[src/rtl/uart_rc_pkg.sv]
// Shared constants and command types for the UART register controller.
// Assumes a byte-wide data path and six decoded address bits.
package uart_rc_pkg;

    localparam logic [5:0] OFS_MODE   = 6'h00;
    localparam logic [5:0] OFS_STAT   = 6'h04;
    localparam logic [5:0] OFS_CMD    = 6'h08;
    localparam logic [5:0] OFS_DATA   = 6'h0C;
    localparam logic [5:0] OFS_AUX    = 6'h10;
    localparam logic [5:0] OFS_INT    = 6'h14;
    localparam logic [5:0] OFS_DIV_HI = 6'h18;
    localparam logic [5:0] OFS_DIV_LO = 6'h1C;

    // Mode byte 0 bit that selects the receive interrupt source
    localparam int RXSEL_BIT = 6;

    typedef enum logic [2:0] {
        MISC_NOP       = 3'd0,
        MISC_PTR_RST   = 3'd1,
        MISC_RX_RST    = 3'd2,
        MISC_TX_RST    = 3'd3,
        MISC_ERR_RST   = 3'd4,
        MISC_BRK_CLR   = 3'd5,
        MISC_BRK_START = 3'd6,
        MISC_BRK_STOP  = 3'd7
    } misc_cmd_e;

    typedef enum logic [1:0] {
        PATH_NOP  = 2'd0,
        PATH_ON   = 2'd1,
        PATH_OFF  = 2'd2,
        PATH_RSVD = 2'd3
    } path_cmd_e;

    typedef struct packed {
        logic ptr_rst;
        logic rx_rst;
        logic tx_rst;
        logic brk_clr;
        logic tx_on;
        logic tx_off;
        logic rx_on;
        logic rx_off;
    } cmd_act_t;

endpackage

[src/rtl/uart_rc_cmd_decode.sv]
// Splits a command byte into action strobes.
// Assumes the strobe is valid only when cmd_wr is high; reserved codes give no action.
module uart_rc_cmd_decode
    import uart_rc_pkg::*;
(
    input  logic       cmd_wr,
    input  logic [6:0] cmd_byte,
    output cmd_act_t   act
);
    misc_cmd_e misc_f;
    path_cmd_e tx_f;
    path_cmd_e rx_f;

    assign misc_f = misc_cmd_e'(cmd_byte[6:4]);
    assign tx_f   = path_cmd_e'(cmd_byte[3:2]);
    assign rx_f   = path_cmd_e'(cmd_byte[1:0]);

    // Translate the three fields into independent strobes
    always_comb begin
        act = '0;
        if (cmd_wr) begin
            unique case (misc_f)
                MISC_PTR_RST: act.ptr_rst = 1'b1;
                MISC_RX_RST:  act.rx_rst  = 1'b1;
                MISC_TX_RST:  act.tx_rst  = 1'b1;
                MISC_BRK_CLR: act.brk_clr = 1'b1;
                default:      ;
            endcase
            unique case (tx_f)
                PATH_ON:  act.tx_on  = 1'b1;
                PATH_OFF: act.tx_off = 1'b1;
                default:  ;
            endcase
            unique case (rx_f)
                PATH_ON:  act.rx_on  = 1'b1;
                PATH_OFF: act.rx_off = 1'b1;
                default:  ;
            endcase
        end
    end
endmodule

[src/rtl/uart_rc_tx.sv]
// Transmit holding byte, enable and empty flag, with a send strobe.
// Assumes the downstream serializer always accepts a byte; a command and
// a data write never arrive in the same cycle.
module uart_rc_tx #(
    parameter int DATA_W = 8
) (
    input  logic              clk,
    input  logic              rst_n,
    input  logic              tx_rst,
    input  logic              tx_on,
    input  logic              tx_off,
    input  logic              buf_wr,
    input  logic [DATA_W-1:0] buf_data,
    output logic              tx_en,
    output logic              tx_emp,
    output logic              tx_valid,
    output logic [DATA_W-1:0] tx_data
);
    logic [DATA_W-1:0] buf_q, buf_n, snd_data;
    logic              en_n, emp_n, snd;

    // Apply reset, enable/disable, then a buffer write, in that order
    always_comb begin
        en_n     = tx_en;
        emp_n    = tx_emp;
        buf_n    = buf_q;
        snd      = 1'b0;
        snd_data = buf_q;
        if (tx_rst) begin
            en_n  = 1'b0;
            emp_n = 1'b1;
        end
        if (tx_on) begin
            en_n = 1'b1;
            if (!emp_n) begin
                snd      = 1'b1;
                snd_data = buf_q;
                emp_n    = 1'b1;
            end
        end else if (tx_off) begin
            en_n = 1'b0;
        end
        if (buf_wr) begin
            buf_n = buf_data;
            emp_n = 1'b0;
            if (en_n) begin
                snd      = 1'b1;
                snd_data = buf_data;
                emp_n    = 1'b1;
            end
        end
    end

    // Register the transmit state and the send strobe
    always_ff @(posedge clk) begin
        if (!rst_n) begin
            tx_en    <= 1'b0;
            tx_emp   <= 1'b1;
            buf_q    <= '0;
            tx_valid <= 1'b0;
            tx_data  <= '0;
        end else begin
            tx_en    <= en_n;
            tx_emp   <= emp_n;
            buf_q    <= buf_n;
            tx_valid <= snd;
            if (snd) tx_data <= snd_data;
        end
    end
endmodule

[src/rtl/uart_rc_rx.sv]
// Receiver enable and strobes toward the external receive FIFO.
// Assumes the FIFO empties on the cycle after a flush strobe.
module uart_rc_rx #(
    parameter int DATA_W = 8
) (
    input  logic              clk,
    input  logic              rst_n,
    input  logic              rx_rst,
    input  logic              rx_on,
    input  logic              rx_off,
    input  logic              data_rd,
    input  logic [DATA_W-1:0] q_head,
    input  logic              q_nonempty,
    output logic [DATA_W-1:0] rd_byte,
    output logic              q_pop,
    output logic              q_flush,
    output logic              rx_en
);
    // Track the receiver enable, reset first then the receive field
    always_ff @(posedge clk) begin
        if (!rst_n) begin
            rx_en <= 1'b0;
        end else if (rx_on) begin
            rx_en <= 1'b1;
        end else if (rx_off || rx_rst) begin
            rx_en <= 1'b0;
        end
    end

    // Pop only a present byte; an empty FIFO reads as zero
    always_comb begin
        q_pop   = data_rd && q_nonempty;
        rd_byte = q_nonempty ? q_head : '0;
        q_flush = rx_rst;
    end
endmodule

[src/rtl/uart_rc_irq.sv]
// Interrupt status composition, break-change flag and the masked interrupt line.
// Assumes the mask is registered elsewhere and the FIFO flags are live.
module uart_rc_irq #(
    parameter int DATA_W = 8
) (
    input  logic              clk,
    input  logic              rst_n,
    input  logic              brk_set,
    input  logic              brk_clr,
    input  logic              tx_rdy,
    input  logic              q_nonempty,
    input  logic              q_full,
    input  logic              sel_full,
    input  logic [DATA_W-1:0] mask,
    output logic [DATA_W-1:0] isr,
    output logic              irq
);
    logic brk_q;
    logic rx_int;

    // Break-change flag; a new break wins over a clear
    always_ff @(posedge clk) begin
        if (!rst_n) begin
            brk_q <= 1'b0;
        end else if (brk_set) begin
            brk_q <= 1'b1;
        end else if (brk_clr) begin
            brk_q <= 1'b0;
        end
    end

    // Assemble the status byte and the masked line
    always_comb begin
        rx_int = sel_full ? q_full : q_nonempty;
        isr    = '0;
        isr[0] = tx_rdy;
        isr[1] = rx_int;
        isr[2] = brk_q;
        irq    = |(isr & mask);
    end
endmodule

[src/rtl/uart_regctl.sv]
// Register file and control of a simple UART: mode bytes, status, command,
// transmit holding byte, interrupt mask and the interrupt line.
// Assumes one bus access per cycle and a combinational read path.
module uart_regctl
    import uart_rc_pkg::*;
#(
    parameter int          ADDR_W   = 6,
    parameter int          DATA_W   = 8,
    parameter int          NUM_MODE = 2,
    parameter logic [7:0]  DIV_HI   = 8'h00,
    parameter logic [7:0]  DIV_LO   = 8'h1A
) (
    input  logic              clk,
    input  logic              rst_n,
    input  logic              bus_wr,
    input  logic              bus_rd,
    input  logic [ADDR_W-1:0] bus_addr,
    input  logic [DATA_W-1:0] bus_wdata,
    output logic [DATA_W-1:0] bus_rdata,
    output logic              irq,
    output logic              tx_valid,
    output logic [DATA_W-1:0] tx_data,
    input  logic [DATA_W-1:0] rxq_head,
    input  logic              rxq_nonempty,
    input  logic              rxq_full,
    output logic              rxq_pop,
    output logic              rxq_flush,
    output logic              rx_enable,
    input  logic              rx_break
);
    localparam int PTR_W = (NUM_MODE > 1) ? $clog2(NUM_MODE) : 1;
    localparam logic [PTR_W-1:0] PTR_LAST = PTR_W'(NUM_MODE - 1);

    logic wr_mode, wr_cmd, wr_data, wr_mask, rd_data;
    cmd_act_t act;
    logic [PTR_W-1:0]  ptr_q;
    logic [DATA_W-1:0] mode_v [NUM_MODE];
    logic [DATA_W-1:0] imr_q;
    logic [DATA_W-1:0] isr_v, stat_v, rx_byte;
    logic              tx_en, tx_emp;

    // Address decode of the accesses that have an effect
    always_comb begin
        wr_mode = bus_wr && (bus_addr == ADDR_W'(OFS_MODE));
        wr_cmd  = bus_wr && (bus_addr == ADDR_W'(OFS_CMD));
        wr_data = bus_wr && (bus_addr == ADDR_W'(OFS_DATA));
        wr_mask = bus_wr && (bus_addr == ADDR_W'(OFS_INT));
        rd_data = bus_rd && (bus_addr == ADDR_W'(OFS_DATA));
    end

    uart_rc_cmd_decode u_cmd (
        .cmd_wr   (wr_cmd),
        .cmd_byte (bus_wdata[6:0]),
        .act      (act)
    );

    // Mode bytes, one register per slot
    for (genvar g = 0; g < NUM_MODE; g++) begin : g_mode
        logic [DATA_W-1:0] q;
        // Store the bus byte when the pointer selects this slot
        always_ff @(posedge clk) begin
            if (!rst_n) begin
                q <= '0;
            end else if (wr_mode && (ptr_q == PTR_W'(g))) begin
                q <= bus_wdata;
            end
        end
        assign mode_v[g] = q;
    end

    // Mode pointer: advances after a write, saturates, returns on command
    always_ff @(posedge clk) begin
        if (!rst_n) begin
            ptr_q <= '0;
        end else if (act.ptr_rst) begin
            ptr_q <= '0;
        end else if (wr_mode) begin
            ptr_q <= (ptr_q == PTR_LAST) ? PTR_LAST : ptr_q + 1'b1;
        end
    end

    // Interrupt mask register
    always_ff @(posedge clk) begin
        if (!rst_n) begin
            imr_q <= '0;
        end else if (wr_mask) begin
            imr_q <= bus_wdata;
        end
    end

    uart_rc_tx #(.DATA_W(DATA_W)) u_tx (
        .clk      (clk),
        .rst_n    (rst_n),
        .tx_rst   (act.tx_rst),
        .tx_on    (act.tx_on),
        .tx_off   (act.tx_off),
        .buf_wr   (wr_data),
        .buf_data (bus_wdata),
        .tx_en    (tx_en),
        .tx_emp   (tx_emp),
        .tx_valid (tx_valid),
        .tx_data  (tx_data)
    );

    uart_rc_rx #(.DATA_W(DATA_W)) u_rx (
        .clk        (clk),
        .rst_n      (rst_n),
        .rx_rst     (act.rx_rst),
        .rx_on      (act.rx_on),
        .rx_off     (act.rx_off),
        .data_rd    (rd_data),
        .q_head     (rxq_head),
        .q_nonempty (rxq_nonempty),
        .rd_byte    (rx_byte),
        .q_pop      (rxq_pop),
        .q_flush    (rxq_flush),
        .rx_en      (rx_enable)
    );

    uart_rc_irq #(.DATA_W(DATA_W)) u_irq (
        .clk        (clk),
        .rst_n      (rst_n),
        .brk_set    (rx_break),
        .brk_clr    (act.brk_clr),
        .tx_rdy     (tx_en),
        .q_nonempty (rxq_nonempty),
        .q_full     (rxq_full),
        .sel_full   (mode_v[0][RXSEL_BIT]),
        .mask       (imr_q),
        .isr        (isr_v),
        .irq        (irq)
    );

    // Status byte from the live flags
    always_comb begin
        stat_v    = '0;
        stat_v[0] = rxq_nonempty;
        stat_v[1] = rxq_full;
        stat_v[2] = tx_en;
        stat_v[3] = tx_emp;
    end

    // Read data multiplexer
    always_comb begin
        bus_rdata = '0;
        if (bus_rd) begin
            unique case (bus_addr)
                ADDR_W'(OFS_MODE):   bus_rdata = mode_v[ptr_q];
                ADDR_W'(OFS_STAT):   bus_rdata = stat_v;
                ADDR_W'(OFS_DATA):   bus_rdata = rx_byte;
                ADDR_W'(OFS_INT):    bus_rdata = isr_v;
                ADDR_W'(OFS_DIV_HI): bus_rdata = DATA_W'(DIV_HI);
                ADDR_W'(OFS_DIV_LO): bus_rdata = DATA_W'(DIV_LO);
                default:             bus_rdata = '0;
            endcase
        end
    end
endmodule

[config.mk]
export PLATFORM = sky130hd
export DESIGN_NAME = uart_regctl
export DESIGN_NICKNAME = d
export VERILOG_FILES = /design/src/rtl/uart_rc_pkg.sv /design/src/rtl/uart_rc_cmd_decode.sv /design/src/rtl/uart_rc_tx.sv /design/src/rtl/uart_rc_rx.sv /design/src/rtl/uart_rc_irq.sv /design/src/rtl/uart_regctl.sv
export SDC_FILE = /design/constraint.sdc
export NUM_CORES = 1
export LEC_CHECK = 0
export BUFFER_PORTS_ARGS = -buffer_cell sky130_fd_sc_hd__buf_2
export CAP_MARGIN = 10
export CORE_MARGIN = 3
export CORE_UTILIZATION = 35
export DETAILED_ROUTE_END_ITERATION = 7
export SYNTH_ARGS = -nofsm -noshare
export SYNTH_HDL_FRONTEND = slang
export SYNTH_SLANG_ARGS = --single-unit
[constraint.sdc]
create_clock -name clk -period 1.82 [get_ports clk]
set_input_delay 0.273 -clock clk [delete_from_list [all_inputs] [get_ports clk]]
set_output_delay 0.273 -clock clk [all_outputs]
set_load 0.01 [all_outputs]
==> results of run 1 <==
## sequential cells by signal, indices dropped and copies added (netlist names)
register	cells
g_mode.q	16
imr_q	3
ptr_q	1
u_irq.brk_q	1
u_rx.rx_en	1
u_tx.buf_q	8
u_tx.tx_data	8
u_tx.tx_emp	1
u_tx.tx_en	1
u_tx.tx_valid	1
## kinds of logic (layout without fill, tap and decap cells)
| family | after synthesis | count (layout) | synth area share [%] |
|---|---|---|---|
| buffers and inverters | 22 | 85 | 4.32 |
| AOI/OAI and AO/OA | 59 | 59 | 20.2 |
| muxes | 22 | 22 | 11.4 |
| DFF | 41 | 41 | 41.1 |
| and+or+nand+nor | 84 | 84 | 22.9 |
## path summary, 6_finish.rpt
path,from,endpoint,slack [ns],cells past startpoint
worst max-delay path,bus_addr[1],bus_rdata[3],-0.12,6
worst min-delay path,rx_break,u_irq.brk_q,0.25,3
worst max register to register,u_tx.tx_emp,u_tx.tx_data[7],0.38,3
worst min register to register,u_tx.tx_data[4],u_tx.tx_data[4],0.46,1
## cell type report
type,count,area (sq um)
clock buffers,5,68.8
clock inverters,3,68.8
fillers,519,2640
inverters,7,26.3
multi-input cells,165,1150
flip-flops and latches,41,826
well taps,70,87.6
repair buffers,70,434
## placed cells by master, fill, tap and decap left out, drive strengths merged, types with 4 or more instances in the layout
cell,synthesis,layout
a22oi,13,13
clkbuf,10,5
nand2,14,14
nor2,20,20
nor3,7,7
mux2,6,6
nand3,16,16
dfxtp,41,41
a21oi,5,5
o2bb2ai,9,9
nor2b,4,4
mux2i,16,16
o21ai,17,17
inv,6,7
buf,5,70
## power groups by stage
| stage | combinational (W) | clock (W) | sequential (W) |
|---|---|---|---|
| final | 0.000162 | 0.000878 | 0.000902 |
| after floorplan | 0.0000705 | 0 | 0.000923 |
| after CTS | 0.000160 | 0.000900 | 0.000903 |
| after global routing | 0.000178 | 0.000947 | 0.000903 |
| after detailed placement | 0.000154 | 0 | 0.000925 |
| after global placement | 0.000153 | 0 | 0.000925 |
## critical path: stages
cell and delay (ns):
buf_6 0.09, or4b_4 0.53, and4bb_4 0.40, nand2_2 0.07, a31oi_2 0.14, buf_2 0.16
## routing by layer
| metal | vias up | track usage [%] | wire (microns) |
|---|---|---|---|
| met2 | 38 | 26.7 | 2490 |
| li1 | 967 | - | - |
| met1 | 900 | 23.8 | 2620 |
| met3 | 6 | 3.51 | 254 |
| met4 | 0 | 5.41 | 57 |
| met5 | - | 0 | 0 |
## synthesized netlist by cell type (2+ instances only)
| cell | n | area share [%] |
|---|---|---|
| a31oi_1 | 3 | 0.94 |
| buf_1 | 3 | 0.56 |
| and2_1 | 2 | 0.63 |
| dfxtp_1 | 41 | 41 |
| nor3_1 | 6 | 1.5 |
| a21oi_1 | 5 | 1.3 |
| nand2_1 | 14 | 2.6 |
| nand3b_1 | 3 | 1.1 |
| nand3_1 | 16 | 4.0 |
| a22oi_1 | 13 | 4.9 |
| nor2_1 | 20 | 3.8 |
| nor2b_1 | 4 | 1.3 |
| nand4_1 | 2 | 0.63 |
| mux2i_1 | 16 | 8.0 |
| a21o_1 | 2 | 0.75 |
| nand2b_1 | 2 | 0.63 |
| buf_2 | 2 | 0.50 |
| mux2_2 | 6 | 3.4 |
| o211ai_1 | 3 | 1.1 |
| o2bb2ai_1 | 9 | 3.9 |
| nor3b_1 | 3 | 1.1 |
| clkbuf_1 | 9 | 1.7 |
| o21ai_0 | 17 | 4.3 |
| inv_1 | 6 | 1.1 |
## what timing repair did
item                                    CTS  global route
setup buffers                             1             0
endpoints found under the setup margin   10            11
gates resized for setup                   8             6
hold endpoints to repair                  0             0
pin swaps                                 8             3
## stage by stage
step                instances  setup WS [ns]
finish                    361         -0.119
global route              361         -0.182
CTS                       361         -0.126
detailed placement        352         -0.206
global placement          352         -0.158
floorplan                 228        -0.0593
==> metrics.txt, run 1 <==
status=finished with violations; failing checks=setup timing; Crit path arrival time=1.67 ns; CTS tree=yes; Design Area, Final=2670 sq um; Max FO, Critical Path=8; Crit Path Category=in2out; htree depth=2; initial core utilization=37.7%; PD cells=729 nW/um^2; Antenna Nets Post-Route=0; sw frac=21.9%; I/O Pins=50; first-pass GRT wire length=8720 microns; num rows=26; DRT Pass-1 Iters=4; Yosys reg bits=41; cells after synthesis=228; Final Critical Period=1.94 ns; Post-DP HPWL=4020 microns; Logic pwr share=8.4%; Mean Syn Cell Area=8.76 sq um; die width=81.5 microns; MaxCap Viol Count=0; Area growth syn-to-layout=33.5%; final hold vios=0; placed instance area=2470 sq um; post-synthesis sequential area ratio=41.1%; Clk pwr share=45.2%; P_int=0.00152 W; vias per cell=5.29; Crit. End Element=output pin; Die Height=81.5 microns; final setup margin=-0.119 ns; Async SR Flop Fraction=0%; Min Hold Slack=0.249 ns; root buffer cell=clkbuf_8; number of nets in the layout=319; Clock transition at path regs=0.08 ns; initial drt markers=97; Power, Total=0.00194 W; drt drc=0; number of global-route vias before repair=1724; Hold-fix buffers, CTS=0; initial antenna violation count=0; CP startpoint kind=input pin; RSZ-0062 raised after global routing=true; worst vdd rail ir drop=0.429 mV; syn nets=257; final period utilization=107%; largest net degree at the start of global routing=29; Fmax=0.516 GHz; Max Slew Vio Count=0; switching pwr=0.000425 W; GPL Wtd Cong=0.779; Clock Sinks=41; Setup violations, final=10; leakage=1.07 nW; share of layout cells above drive strength 1=36.1%; Synth cell types=45; Buffers on Ports=49; CORE AREA=5300 sq um; Post-synth EDFFs=0; Mapped Area=2000 sq um; die area=6650 sq um; routed vias=1911; wire per inst=15.0 microns; Worst Skew=0.00520 ns; diodes inserted=0; Core Util, Final=50.3%; ys flop type=dfxtp_1; Overflow after GRT=0; Routed WL=5430 microns; max_slew headroom=55.9%; Synth Warn #=0; CTS Buffer Depth=2; total CTS buffers=5; Global Route Usage Sum=17.2%; Hold Crit Class=in2reg; worst slew pin tran=0.658 ns; Worst-Skew Late Latency=0.29 ns; TNS Setup=-0.714 ns; sequential share of power=46.4%; Worst EP required=1.55 ns
No activity file was read; power rests on OpenSTA's default activity.
==> run 2, diff against run 1 <==
--- a/config.mk
+++ b/config.mk
@@ -15 +15,2 @@
 export SYNTH_SLANG_ARGS = --single-unit
+export TNS_END_PERCENT = 10
==> constraint.sdc (replaced) <==
create_clock -name clk -period 1.82 [get_ports clk]
set_input_delay 0.364 -clock clk [delete_from_list [all_inputs] [get_ports clk]]
set_output_delay 0.364 -clock clk [all_outputs]
set_load 0.01 [all_outputs]
==> metrics.txt, run 2 (synthesized netlist as in run 1, its figures left out) <==
Crit. End Element=output pin; PD cells=633 nW/um^2; CTS Buffer Depth=2; worst slew pin tran=0.728 ns; Max Slew Vio Count=0; number of global-route vias before repair=1799; Fmax=0.472 GHz; r2r worst-path depth=3; Global Route Usage Sum=17.7%; diodes inserted=0; Worst R2R End=u_tx.tx_data[7]; most frequent cells in the layout=47 x buf_2, 40 x dfxtp_1, 29 x buf_4, 18 x nor2_1, 17 x o21ai_0; leakage=1.09 nW; worst vdd rail ir drop=0.525 mV; Max FO, Critical Path=8; first-pass GRT wire length=8880 microns; vias per cell=5.19; CP startpoint kind=input pin; Crit path arrival time=1.75 ns; die width=81.5 microns; Clock transition at path regs=0.08 ns; Hold-fix buffers, CTS=0; Core Util, Final=50.7%; Post-DP HPWL=4150 microns; slowest CP cell=or4b_4; initial core utilization=37.7%; worst hold path depth=3; Clock Sinks=41; status=finished with violations; setup bufs post-CTS=0; Routed WL=5580 microns; Crit Path Category=in2out; Non-Filler Instances=370; R2R Path Start=u_tx.tx_emp; drt drc=0; Antenna Nets Post-Route=0; total CTS buffers=5; RSZ-0062 raised after global routing=true; Biggest register=g_mode.q; failing checks=setup timing; largest net degree at the start of global routing=29; root buffer cell=clkbuf_8; Worst-Skew Late Latency=0.29 ns; DRT Pass-1 Iters=4; Area growth syn-to-layout=34.5%; MaxCap Viol Count=0; Worst EP required=1.46 ns; delay-heaviest family, CP=simple AND/OR/NAND/NOR gates; htree depth=2; final setup margin=-0.298 ns; CP peak stage delay=0.54 ns; Setup violations, final=10; initial antenna violation count=0; die area=6650 sq um; Hold Crit Class=in2reg; Final Critical Period=2.12 ns; Worst Skew=0.00424 ns; routed vias=1920; final period utilization=116%; Die Height=81.5 microns; Top Registers=g_mode.q (16), u_tx.buf_q (8), u_tx.tx_data (8); Overflow after GRT=0; placed cell count=362; max_slew headroom=51.5%; share of layout cells above drive strength 1=38.0%; I/O Pins=50; Hold Crit Start=rx_break; num rows=26; max reg flops=16; most common cell after layout, fill and taps aside=buf_2; GPL Wtd Cong=0.805; CTS tree=yes; CORE AREA=5300 sq um; wire per inst=15.1 microns; Buffers on Ports=49; sink of the worst hold path=u_irq.brk_q; fill count=522; Critical path buffers and inverters=2; R2R Setup Slk=0.29 ns; initial drt markers=148; CP Cell Sequence=buf_6 -> or4b_4 -> and4bb_4 -> a22oi_2 -> a21oi_2 -> buf_2; final hold vios=0; number of nets in the layout=328
## run 2: worst register-to-register path: stages (launching register included)
cell and delay (ns):
dfxtp_1 0.35, o41ai_1 0.50, a21oi_1 0.34, o2bb2ai_1 0.22
## run 2: worst max path at each step
| stage | from | cells after the start | to |
|---|---|---|---|
| floorplan | bus_addr[1] | 6 | bus_rdata[5] |
| global placement | bus_addr[1] | 6 | bus_rdata[3] |
| detailed placement | bus_addr[1] | 6 | bus_rdata[2] |
| CTS | bus_addr[1] | 6 | bus_rdata[2] |
| global route | bus_addr[1] | 6 | bus_rdata[7] |
| finish | bus_addr[1] | 6 | bus_rdata[1] |
## run 2: what timing repair did
item	4_1_cts	5_1_grt
gates cloned	0	0
pin swaps	5	2
setup endpoints to repair	10	11
gates resized for setup	4	7
## run 2: layout make-up
type | instances | area (sq um) | share of cell area, %
clock buffers | 6 | 82.6 | 3.07
well taps | 70 | 87.6 | 3.26
flip-flops and latches | 41 | 822 | 30.6
inverters | 7 | 26.3 | 0.978
clock inverters | 2 | 13.8 | 0.512
multi-input cells | 165 | 1160 | 43.1
repair buffers | 79 | 495 | 18.4
## run 2: power by group
part	switching, W	internal [W]	total (W)
combinational	0.0000984	0.0000769	0.000175
clock	0.000314	0.000307	0.000621
sequential	0.00000324	0.000900	0.000903
total	0.000416	0.00128	0.00170
## run 2: per-layer routing
metal	share of wire [%]	routed length, microns	vias to the layer above	global-route usage (%)
met4	0.77	43	0	4.56
met2	46	2550	50	27.6
met1	48	2670	888	24.3
met5	0	0	-	0
met3	5.7	316	4	4.61
li1	-	-	978	-
## run 2: stage by stage
step                setup TNS (ns)  setup slack, ns  hold slack, ns  total power (W)  cell area (sq um)
global route                 -3.11           -0.355           0.328          0.00177               2690
global placement             -5.32           -0.336           0.443          0.00109               2540
floorplan                    -1.84           -0.242           0.438         0.000994               2050
detailed placement           -5.32           -0.382           0.441          0.00109               2540
CTS                          -2.53           -0.300           0.330          0.00171               2660
finish                       -2.52           -0.298           0.334          0.00170               2690
==> run 3, diff against run 2 <==
Settings changed: REMOVE_ABC_BUFFERS set to 1, TNS_END_PERCENT 10 to 100.
==> metrics.txt, run 3 (synthesized netlist as in run 1, its figures left out) <==
initial drt markers=116; PD cells=673 nW/um^2; first-pass GRT wire length=9290 microns; Crit Path Category=in2out; htree depth=2; Worst Skew=0.0116 ns; dpl ws=-0.408 ns; CORE AREA=5300 sq um; Min Hold Slack=0.341 ns; worst vdd rail ir drop=0.567 mV; final setup margin=-0.276 ns; Antenna Nets Post-Route=0; largest net degree at the start of global routing=29; Post-DP HPWL=4310 microns; number of global-route vias before repair=1923; Global Route Usage Sum=18.1%; worst slew pin tran=0.517 ns; Crit. End Element=output pin; CTS Buffer Depth=2; Max FO, Critical Path=8; Buffers on Ports=49; slowest CP cell=or4b_4; CP peak stage delay=0.53 ns; I/O Pins=50; die width=81.5 microns; Hold Crit Class=in2reg; final period utilization=115%; Non-Filler Instances=370; Die Height=81.5 microns; GPL Wtd Cong=0.797; RSZ-0062 raised after global routing=true; Overflow after GRT=0; status=finished with violations; initial antenna violation count=0; Clock transition at path regs=0.07 ns; Fmax=0.477 GHz; Clock Sinks=41; total CTS buffers=5; Biggest register=g_mode.q; die area=6650 sq um; leakage=1.11 nW; Worst-Skew Late Latency=0.29 ns; diodes inserted=0; Max Slew Vio Count=0; wire per inst=15.5 microns; Setup violations, final=10; most common cell after layout, fill and taps aside=buf_2; share of layout cells above drive strength 1=36.7%; drt drc=0; root buffer cell=clkbuf_8; max reg flops=16; placed cell count=361; DRT Pass-1 Iters=4; Worst EP required=1.46 ns; CTS tree=yes; routed vias=1960; final hold vios=0; CP startpoint kind=input pin; max_slew headroom=65.4%; Area growth syn-to-layout=36.0%; CP Cell Sequence=buf_6 -> or4b_4 -> and4bb_4 -> a22oi_2 -> a21oi_1 -> buf_2; Critical path buffers and inverters=2; delay-heaviest family, CP=simple AND/OR/NAND/NOR gates; Crit path arrival time=1.73 ns; initial core utilization=37.7%; failing checks=setup timing; vias per cell=5.30; Top Registers=g_mode.q (16), u_tx.buf_q (8), u_tx.tx_data (8); Hold-fix buffers, CTS=0; num rows=26; Final Critical Period=2.10 ns; number of nets in the layout=328; Routed WL=5730 microns; MaxCap Viol Count=0; most frequent cells in the layout=46 x buf_2, 40 x dfxtp_1, 28 x buf_4, 19 x nor2_1, 17 x o21ai_0
## run 3: changes by cell type in the layout (fill, tap and decap cells not counted), moves of 2 or more
cell,change
buf_6,+2
a22oi_1,+3
a22oi_2,-3
nor2_2,-2
## run 3: worst reg2reg max path, stage by stage, from the launching register on
cell and delay [ns]:
dfxtp_1 0.37, o41ai_1 0.53, a21oi_2 0.22, o2bb2ai_1 0.17
## run 3: layout make-up
cell class,instances,area [sq um]
inverter,7,26.3
clock inverter,1,30.0
clock buffer,7,86.3
timing repair buffer,79,505
multi-input combinational,165,1160
fill,529,2590
sequential,41,822
tap,70,87.6
## run 3: per-layer routing
layer,global-route usage [%],wire length (microns)
met1,24.5,2720
met2,28.7,2580
met3,3.84,376
met4,5.57,65
met5,0,0
## run 3: worst paths after layout
check	from	to	slack (ns)	cells past startpoint
max reg2reg	u_tx.tx_emp	u_tx.tx_data[3]	0.42	3
max	bus_addr[5]	bus_rdata[1]	-0.28	6
min reg2reg	u_tx.tx_data[6]	u_tx.tx_data[6]	0.46	1
min	rx_break	u_irq.brk_q	0.34	3
## run 3: what timing repair did
action                                  in CTS  in global routing
hold endpoints to repair                     0                  0
buffers inserted                             1                  0
pin swaps                                   11                  2
endpoints found under the setup margin      12                 19
resized for setup                           11                  9
## run 3: power by group
part,internal [W],switching (W)
Sequential,0.000900,0.00000354
Clock,0.000447,0.000298
Combinational,0.0000760,0.000101
## run 3: metrics by stage
stage / instance area [sq um] / utilization (%) / TNS (ns) / total power (W)
after floorplan: 1940 / - / -1.79 / 0.000974
after detailed placement: 2500 / 47.1 / -5.43 / 0.00109
after global routing: 2720 / 51.2 / -3.14 / 0.00190
after CTS: 2670 / 50.4 / -2.43 / 0.00184
final: 2720 / 51.2 / -2.39 / 0.00183
after global placement: 2500 / 47.1 / -5.32 / 0.00109
